--- src/rtl/eew_pkg.sv ---
package eew_pkg;
  typedef enum logic [2:0] {
    ST_IDLE,
    ST_DEV,
    ST_WORD,
    ST_DATA,
    ST_COMMIT
  } wr_state_t;

  localparam logic [3:0] DEV_TYPE = 4'b1010;
endpackage

--- src/rtl/eew_bus_sync.sv ---
module eew_bus_sync #(
  parameter int SYNC_STAGES = 2
) (
  input  logic clk,
  input  logic rst,
  input  logic scl_i,
  input  logic sda_i,
  output logic sda_s,
  output logic scl_rise,
  output logic scl_fall,
  output logic start_det,
  output logic stop_det
);
  logic [SYNC_STAGES-1:0] scl_sh, sda_sh;
  logic scl_d, sda_d, scl_s;

  always_ff @(posedge clk) begin
    if (rst) begin
      scl_sh <= '1;
      sda_sh <= '1;
      scl_d  <= 1'b1;
      sda_d  <= 1'b1;
    end else begin
      scl_sh <= {scl_sh[SYNC_STAGES-2:0], scl_i};
      sda_sh <= {sda_sh[SYNC_STAGES-2:0], sda_i};
      scl_d  <= scl_s;
      sda_d  <= sda_s;
    end
  end

  assign scl_s     = scl_sh[SYNC_STAGES-1];
  assign sda_s     = sda_sh[SYNC_STAGES-1];
  assign scl_rise  = scl_s & ~scl_d;
  assign scl_fall  = ~scl_s & scl_d;
  assign start_det = scl_s & scl_d & sda_d & ~sda_s;
  assign stop_det  = scl_s & scl_d & ~sda_d & sda_s;
endmodule

--- src/rtl/eew_page_ctrl.sv ---
module eew_page_ctrl
  import eew_pkg::*;
#(
  parameter int ADDR_W    = 8,
  parameter int PAGE_W    = 4,
  parameter int WR_CYCLES = 200
) (
  input  logic              clk,
  input  logic              rst,
  input  logic              sda_s,
  input  logic              scl_rise,
  input  logic              scl_fall,
  input  logic              start_det,
  input  logic              stop_det,
  input  logic [2:0]        dev_sel,
  input  logic              wp_i,
  output logic              sda_oe,
  output logic              busy,
  output logic              mem_we,
  output logic [ADDR_W-1:0] mem_waddr,
  output logic [7:0]        mem_wdata
);
  localparam int PAGE  = 1 << PAGE_W;
  localparam int TMR_W = $clog2(WR_CYCLES + 1);

  wr_state_t         state;
  logic [7:0]        shreg;
  logic [3:0]        bitcnt;
  logic              ack_ph, wp_lat;
  logic [ADDR_W-1:0] ptr;
  logic [PAGE-1:0]   pvalid;
  logic [TMR_W-1:0]  tmr;
  logic [7:0]        pbuf [PAGE];
  logic              byte_end, pb_we;
  logic [PAGE_W-1:0] cidx;

  assign byte_end = scl_fall && !ack_ph && (bitcnt == 4'd8);
  assign pb_we    = (state == ST_DATA) && byte_end && !wp_lat;
  assign cidx     = tmr[PAGE_W-1:0];

  always_ff @(posedge clk) begin
    if (pb_we) pbuf[ptr[PAGE_W-1:0]] <= shreg;
  end

  always_ff @(posedge clk) begin
    if (rst) begin
      state  <= ST_IDLE;
      shreg  <= '0;
      bitcnt <= '0;
      ack_ph <= 1'b0;
      wp_lat <= 1'b0;
      ptr    <= '0;
      pvalid <= '0;
      tmr    <= '0;
      sda_oe <= 1'b0;
    end else if (state == ST_COMMIT) begin
      sda_oe <= 1'b0;
      if (tmr == TMR_W'(WR_CYCLES - 1)) begin
        state  <= ST_IDLE;
        pvalid <= '0;
        tmr    <= '0;
      end else begin
        tmr <= tmr + 1'b1;
      end
    end else if (start_det) begin
      state  <= ST_DEV;
      bitcnt <= '0;
      ack_ph <= 1'b0;
      sda_oe <= 1'b0;
      pvalid <= '0;
    end else if (stop_det) begin
      sda_oe <= 1'b0;
      ack_ph <= 1'b0;
      if (state == ST_DATA && |pvalid) begin
        state <= ST_COMMIT;
        tmr   <= '0;
      end else begin
        state  <= ST_IDLE;
        pvalid <= '0;
      end
    end else if (state != ST_IDLE) begin
      if (scl_rise && !ack_ph && bitcnt != 4'd8) begin
        shreg  <= {shreg[6:0], sda_s};
        bitcnt <= bitcnt + 1'b1;
      end
      if (scl_fall && ack_ph) begin
        ack_ph <= 1'b0;
        sda_oe <= 1'b0;
        bitcnt <= '0;
        if (state == ST_DATA && pvalid == '0) wp_lat <= wp_i;
      end else if (byte_end) begin
        unique case (state)
          ST_DEV: begin
            if (shreg == {DEV_TYPE, dev_sel, 1'b0}) begin
              sda_oe <= 1'b1;
              ack_ph <= 1'b1;
              state  <= ST_WORD;
            end else begin
              state <= ST_IDLE;
            end
          end
          ST_WORD: begin
            ptr    <= shreg[ADDR_W-1:0];
            sda_oe <= 1'b1;
            ack_ph <= 1'b1;
            state  <= ST_DATA;
          end
          ST_DATA: begin
            if (wp_lat) begin
              state <= ST_IDLE;
            end else begin
              sda_oe <= 1'b1;
              ack_ph <= 1'b1;
              pvalid[ptr[PAGE_W-1:0]] <= 1'b1;
              ptr[PAGE_W-1:0] <= ptr[PAGE_W-1:0] + 1'b1;
            end
          end
          default: state <= ST_IDLE;
        endcase
      end
    end
  end

  assign busy      = (state == ST_COMMIT);
  assign mem_we    = busy && (tmr < TMR_W'(PAGE)) && pvalid[cidx];
  assign mem_waddr = {ptr[ADDR_W-1:PAGE_W], cidx};
  assign mem_wdata = pbuf[cidx];
endmodule

--- src/rtl/eew_array.sv ---
module eew_array #(
  parameter int ADDR_W = 8,
  parameter int DATA_W = 8
) (
  input  logic              clk,
  input  logic              we,
  input  logic [ADDR_W-1:0] waddr,
  input  logic [DATA_W-1:0] wdata,
  input  logic [ADDR_W-1:0] raddr,
  output logic [DATA_W-1:0] rdata
);
  localparam int DEPTH = 1 << ADDR_W;

  logic [DATA_W-1:0] mem [DEPTH];

  initial begin
    for (int i = 0; i < DEPTH; i++) mem[i] = '1;
  end

  always_ff @(posedge clk) begin
    if (we) mem[waddr] <= wdata;
    rdata <= mem[raddr];
  end
endmodule

--- src/rtl/eew_write_slave.sv ---
module eew_write_slave #(
  parameter int ADDR_W      = 8,
  parameter int PAGE_W      = 4,
  parameter int WR_CYCLES   = 200,
  parameter int SYNC_STAGES = 2
) (
  input  logic              clk,
  input  logic              rst,
  input  logic              scl_i,
  input  logic              sda_i,
  input  logic [2:0]        dev_sel,
  input  logic              wp_i,
  output logic              sda_oe,
  input  logic [ADDR_W-1:0] mon_addr,
  output logic [7:0]        mon_data
);
  logic sda_s, scl_rise, scl_fall, start_det, stop_det;
  logic busy, mem_we;
  logic [ADDR_W-1:0] mem_waddr;
  logic [7:0] mem_wdata;

  eew_bus_sync #(.SYNC_STAGES(SYNC_STAGES)) u_sync (
    .clk(clk), .rst(rst), .scl_i(scl_i), .sda_i(sda_i),
    .sda_s(sda_s), .scl_rise(scl_rise), .scl_fall(scl_fall),
    .start_det(start_det), .stop_det(stop_det)
  );

  eew_page_ctrl #(.ADDR_W(ADDR_W), .PAGE_W(PAGE_W), .WR_CYCLES(WR_CYCLES)) u_ctrl (
    .clk(clk), .rst(rst), .sda_s(sda_s), .scl_rise(scl_rise),
    .scl_fall(scl_fall), .start_det(start_det), .stop_det(stop_det),
    .dev_sel(dev_sel), .wp_i(wp_i), .sda_oe(sda_oe), .busy(busy),
    .mem_we(mem_we), .mem_waddr(mem_waddr), .mem_wdata(mem_wdata)
  );

  eew_array #(.ADDR_W(ADDR_W), .DATA_W(8)) u_array (
    .clk(clk), .we(mem_we), .waddr(mem_waddr), .wdata(mem_wdata),
    .raddr(mon_addr), .rdata(mon_data)
  );
endmodule

--- config.mk ---
export PLATFORM = sky130hd
export DESIGN_NAME = eew_write_slave
export DESIGN_NICKNAME = d
export VERILOG_FILES = /design/src/rtl/eew_pkg.sv /design/src/rtl/eew_bus_sync.sv /design/src/rtl/eew_page_ctrl.sv /design/src/rtl/eew_array.sv /design/src/rtl/eew_write_slave.sv
export SDC_FILE = /design/constraint.sdc
export NUM_CORES = 2
export LEC_CHECK = 0
export BUFFER_PORTS_ARGS = -buffer_cell sky130_fd_sc_hd__buf_2
export CELL_PAD_IN_SITES_DETAIL_PLACEMENT = 0
export CELL_PAD_IN_SITES_GLOBAL_PLACEMENT = 2
export CORE_MARGIN = 10
export CORE_UTILIZATION = 50
export CTS_CLUSTER_SIZE = 12
export DETAILED_ROUTE_END_ITERATION = 10
export PLACE_DENSITY = 0.83
export SYNTH_ARGS = -nofsm -noshare
export SYNTH_HDL_FRONTEND = slang
export SYNTH_HIERARCHICAL = 1
export SYNTH_SLANG_ARGS = --single-unit
--- constraint.sdc ---
create_clock -name clk -period 6.6 [get_ports clk]
set_input_delay 1.32 -clock clk [delete_from_list [all_inputs] [get_ports clk]]
set_output_delay 1.32 -clock clk [all_outputs]
set_load 0.01 [all_outputs]
* After elaboration in Yosys (flattened, before gate mapping) *
Memory sizes are Yosys's and may differ from the RTL's. A register that Yosys moved wholly into a read port is not among the register bits.
Cells that the tools add are included.

word-level totals
  register bits after elaboration = 56
  RAM bits = 2176
  memories kept = 2

memory list
  name         words  bits a word  rd ports  clocked after memory_dff  wr ports  RTL line             RTL
  u_array.mem  256    8            1         1                         1         eew_array.sv:14      logic [DATA_W-1:0] mem [DEPTH];
  u_ctrl.pbuf  16     8            1         1                         1         eew_page_ctrl.sv:33  logic [7:0] pbuf [PAGE];

cells by class
  add/sub/neg operators = 3
  $lt $le $gt $ge = 4
  equality and inequality tests = 20
  mux-type cells = 51
  bitwise operators = 16
  reduce and logical (&&, ||, !) cells = 41

operator list
  cell                                                 count
  2-to-1 mux 16 bit                                    10
  2-to-1 mux 8 bit                                     5
  2-to-1 mux 4 bit                                     8
  2-to-1 mux 3 bit                                     9
  nonzero test 4 bit                                   5
  zero test 16 bit                                     1
  OR 16 bit                                            1
  OR reduction 16 bit                                  1
  AND reduction 5 bit                                  3
  AND reduction 7 bit                                  2
  2-to-1 mux 1 bit                                     13
  logical AND 1 bit                                    12
  != test 4 x 3 -> 1 bit (second input constant)       3
  AND reduction 6 bit                                  2
  < comparator 4 x 5 -> 1 bit (second input constant)  2
  != test 5 x 3 -> 1 bit (second input constant)       2
  nonzero test 2 bit                                   5
  one-hot mux 3 bit (3 select lines)                   1
  nonzero test 3 bit                                   3
  adder 4 x 1 -> 4 bit (second input constant)         2
  adder 8 x 1 -> 8 bit (second input constant)         1
  == test 8 bit                                        1
  == test 8 bit (second input constant)                1
  < comparator 8 x 5 -> 1 bit (second input constant)  1
  24 further kinds                                     41

* Logic depth before layout (Yosys ltp) *
  word-level depth = 13
  mapped depth = 11
  gate-level depth less buffers = 7

* By module *
The synthesis kept the hierarchy.

by module, submodules not included
  module         instances  cells each  area each (µm²)
  eew_array      1          3733        79556.3
  eew_page_ctrl  1          506         7689.9
  eew_bus_sync   1          16          190.2

* Least setup slack after synthesis *
OpenSTA, ideal clock, no wires.

  kind = register to register
  from = reg with a tool-made name
  to = mem u_array.mem[0][0], data pin
  arrival time = 2.959 ns
  setup slack = 3.089 ns
  stages on the path, launching flop included = 5
  path through = dfxtp_1 clkbuf_1 buf_2 mux4_2 mux4_2

RTL lines
  element        RTL line
  end, declared  eew_array.sv:14

* Final worst setup path *
  from = reg u_ctrl.tmr[0]
  to = mem u_array.mem[25][1], enable pin

on the way
  longest elaborated chain between the ends = 5
  elaborated cells between the ends (all ways) = 7
  classes of those cells = 1 x order compare; 4 x mux; 2 x reduce/logical

RTL lines
  element                                                                                       RTL line               RTL
  start, declared                                                                               eew_page_ctrl.sv:32    logic [TMR_W-1:0] tmr;
  start signal, assigned                                                                        eew_page_ctrl.sv:63    tmr <= tmr + 1'b1;
  < comparator 8 x 5 -> 1 bit / binary-select mux 1 bit (select 4 bit) (equally long branches)  eew_page_ctrl.sv:125   assign mem_we = busy && (tmr < TMR_W'(PAGE)) && pvalid[cidx];
  logical AND 1 bit / 2-to-1 mux 1 bit (equally long branches)                                  eew_page_ctrl.sv:125
  logical AND 1 bit *                                                                           eew_page_ctrl.sv:125
  named net mem_we                                                                              eew_write_slave.sv:18  logic busy, mem_we;
  2-to-1 mux 1 bit *                                                                            eew_array.sv:21        if (we) mem[waddr] <= wdata;
  2-to-1 mux 1 bit (implied by the code) *                                                      eew_array.sv:21

The timed path passes the listed nets; every way through them passes the cells marked *. The select of a mux whose other input is x is not followed.

==> impl_summary.md <==
Synthesis
The synthesis warning total is 6. The synthesized netlist devotes less than 1% of its cell area to XOR and XNOR gates. Multiplexer cells account for between 10% and 20% of the synthesized area. Counting every net in the synthesized netlist gives around 4,300. For this run, the leading register cell type out of synthesis is edfxtp_1.

Of the total synthesized cell area, the portion taken by full adders, half adders and majority gates is less than 1%. The simple-gate area share of the yosys netlist is under 10%. In the synthesized netlist, the number of instances is approximately 4,300. The top cell type by total area after synthesis is edfxtp_1.

The flop and latch count out of synthesis is 2,244. The synthesized area per cell is 20.55 um2. Sequential elements use between 70% and 80% of the synthesized area. After synthesis, the largest family of logic cells by area is multiplexers. The share of flip-flops with an asynchronous set or reset is 0%.

By area the synthesized netlist is led by edfxtp_1 (75%), mux4_2 (13%), mux2i_1 (1.6%). The number of flops mapped to enable cells by yosys is approximately 2,200. The compound-cell area share of the yosys netlist is approximately 3.7%.

The post-synthesis cell area is around 87,000 um2. After synthesis, the largest area contributor takes up 74.73% of total cell area. Synthesis instantiated a little under 90 different standard cells from the library.

Timing
At the pin with the least slew margin, the transition time is between 1 and 1.5 ns. The sum of negative setup slack is 0 ns. Derived from the worst setup path, the maximum achievable clock frequency is roughly 220 MHz. The count of final max-slew check failures is 0. The number of failing setup endpoints in the final timing report is 0. The share of the clock period used by the worst path after layout is between 60 and 70%. Setup repair after global routing left no endpoint under its margin. The minimum hold slack is slightly above 0.4 ns. In this run the tightest slew margin relative to its limit is under 10%. The time the worst path needs with I/O delays and setup is roughly 4.6 ns. The final number of hold-violating endpoints is 0. The setup skew after layout is between 0.03 and 0.04 ns.

Setup path
The worst endpoint data arrival time is around 5.1 ns. The number of cells on the worst reg-to-reg path is 6. For the worst setup path, the data required time is a little over 7 ns. The setup slack of the worst register-to-register path is about 2 ns. The critical path is of the reg -> reg type. Of all nets on the critical path, the largest fanout is 19.

STA classifies the critical path startpoint as a flop. The element type at the critical path end is a flop. The beginning of the worst register-to-register path is u_ctrl/tmr[0]. The reg-to-reg endpoint is u_array/mem[25][1].

Floorplan
The starting density of the core is approximately half. The initialized floorplan defines about 150 standard-cell rows. Pin placement for this block handled 25 I/O pins.

The region available for standard cell placement spans around 170,000 um2. The floorplan die width is roughly 440 um. In this run the vertical extent of the chip is 438.2 um. The die outline area is 192,000 um2.

Cells and area
The non-filler instance count after layout is ~6,800. The repair_antennas step left the layout with diodes totalling 0. The net count of the finished layout is about 4,400. From synthesis to final layout, the design area changed by 10.15%. Leaving out fill and tap cells, the most frequent cell in the layout is edfxtp_1. Leaving out fill and tap cells, the most frequent cells in the layout are edfxtp_1 (2,176), mux4_2 (491), nor2_1 (326), clkbuf_16 (224), mux2i_1 (140). The post-route netlist has around 20% of its cells at a drive strength greater than 1.

Clocking
After clock tree synthesis, the clock-pin slew on the worst setup and hold paths is roughly 0.060 ns. The number of clock buffers added by TritonCTS is between 200 and 250. In this run the clock root is driven by a clkbuf_16.

In this run the post-CTS setup repair buffer count came out at 0. TritonCTS built the clock tree. The post-CTS resize count is 0. The count of hold-fix buffers inserted at cts is 0. For the worst-skew pair, the clock arrives at the later sink with an insertion delay of ~0.85 ns. The clock sink count is about 2,200. The maximum buffer depth of the clock tree is 3. The H-tree was split into 4 levels.

Placed design
At the end of routability-driven placement, the weighted congestion stood at 0.8254. The placed instance count is between 6,000 and 7,000. The count of buffers from port buffering is 24. After legalization and detailed placement, the total HPWL measured about 130,000 um.

Pwr
The power per cell area is roughly 290 nW/um2. The maximum vdd ir drop is between 0.0002 and 0.0003 V. The leakage power summed over all cells is about 0.030 uW.

Global route
The leftover overflow at the end of global routing is 0. The number of antenna violations at the first check in global routing is 4. The via count of the first global-routing pass is between 40,000 and 50,000.

The first global-routing pass estimated 309,000 um of wire. The largest net degree at the start of global routing is about 230. Global routing used 21.84% of the available tracks.

Drt
For this run, design rule violations remaining after detail routing come to 0. The initial DRC count is roughly 5,500. The routed layout has 43,340 vias. Dividing the detail-routed wire length by the instance count gives 31.08 um. The ratio of routed vias to standard cells is 6.366. The total wirelength of the detailed-routed design is 211,500 um. The first detailed-routing pass took 5 iterations. The number of nets still failing antenna checks after routing is 0.

Run status
The run finished with clean final reports.

Hold path
Counting instances, the worst hold path has a depth of 1. For hold timing, the worst endpoint is u_sync/sda_sh[1]. In this run the most critical hold path is launched from u_sync/sda_sh[0]. The tightest min-delay check is of the reg -> reg type.

Job
The max-capacitance violation count is 0.
## worst max-delay path: stages, from the launching register on
cell and delay [ns]:
dfxtp_1 0.84, mux4_2 0.37, mux4_2 0.24, and4_1 0.68, nand3_1 0.72, buf_4 0.50
nor2_1 0.82
## through the flow
step                      worst slack [ns]  util (%)  total power, uW  area [um2]
after floorplan                      3.089         -            16390       87440
after global placement               1.390     51.65            16710       89780
after detailed placement             1.474     51.65            16710       89780
after CTS                            2.025     55.41            28170       96310
after global routing                 1.833     55.41            28750       96310
final                                2.003     55.41            27980       96310
## registers in the layout, indices dropped and copies added, names as in the netlist, named ones only
| signal | cells |
|---|---|
| u_array/mem | 2048 |
| u_ctrl/pbuf | 128 |
| u_ctrl/pvalid | 16 |
| u_array/rdata | 8 |
| u_ctrl/ptr | 8 |
| u_ctrl/shreg | 8 |
| u_ctrl/tmr | 8 |
| u_ctrl/bitcnt | 4 |
| u_ctrl/state | 3 |
| u_sync/scl_sh | 2 |
| u_sync/sda_sh | 2 |
| u_ctrl/ack_ph | 1 |
| u_ctrl/sda_oe | 1 |
| u_ctrl/wp_lat | 1 |
| u_sync/scl_d | 1 |
| u_sync/sda_d | 1 |
## worst max path at each step
stage,start,endpoint,slack (ns),cells after the start
after floorplan,flop,u_array/mem[0][0],3.09,4
after global placement,mon_addr[0],u_array/rdata[7],1.39,8
after detailed placement,mon_addr[0],u_array/rdata[5],1.47,10
after CTS,u_ctrl/tmr[0],u_array/mem[25][2],2.02,6
after global routing,u_ctrl/tmr[0],u_array/mem[25][1],1.83,6
final,u_ctrl/tmr[0],u_array/mem[25][1],2.00,6
## report_power, final
part / total (uW) / switching [uW] / internal [uW]
Clock: 11600 / 5090 / 6480
Sequential: 15400 / 30.3 / 15400
Combinational: 989 / 584 / 405
Total: 28000 / 5700 / 22300
## layout make-up
cell class | instances | area [um2]
clock buffers | 321 | 6070
inverters | 11 | 53.80
clock inverters | 56 | 461.7
multi-input cells | 1728 | 19060
fillers | 13020 | 77510
flip-flops and latches | 2244 | 66710
well taps | 2325 | 2909
repair buffers | 122 | 1054
## cell families (layout without fill, tap and decap cells)
family,Yosys count,after routing
buffers and inverters,283,510
flip-flops,2244,2244
adder cells (fa/ha/maj),7,7
XOR/XNOR,3,3
multiplexers,644,644
AND/OR/NAND/NOR,612,612
AO/OA/AOI/OAI,462,462
## Yosys cell counts, drive strengths merged (4+ instances only)
cell type  count
a2111oi        5
a211oi        20
a21oi        120
a221oi        15
a22o           8
a22oi        134
a311oi         7
a31oi         20
and2           9
and3          18
buf          142
clkbuf       129
dfxtp         68
edfxtp      2176
ha             7
inv            8
mux2i        140
mux4         501
nand2         59
nand2b         9
nand3         40
nand3b         4
nand4         13
nor2         329
nor2b         38
nor3          28
nor4          33
o211ai        11
o21a           5
o21ai         18
o221ai        48
o22a           5
o22ai         28
o32ai          5
or2           11
## layer usage
| layer | up-vias | global-route usage (%) | part of all wire, % |
|---|---|---|---|
| li1 | 17860 | - | - |
| met2 | 2051 | 34.32 | 48 |
| met4 | 0 | 7.451 | 3.5 |
| met3 | 329 | 3.905 | 8.5 |
| met1 | 23100 | 31.09 | 40 |
| met5 | - | 0 | 0 |
Power figures use the tool's default switching activity.
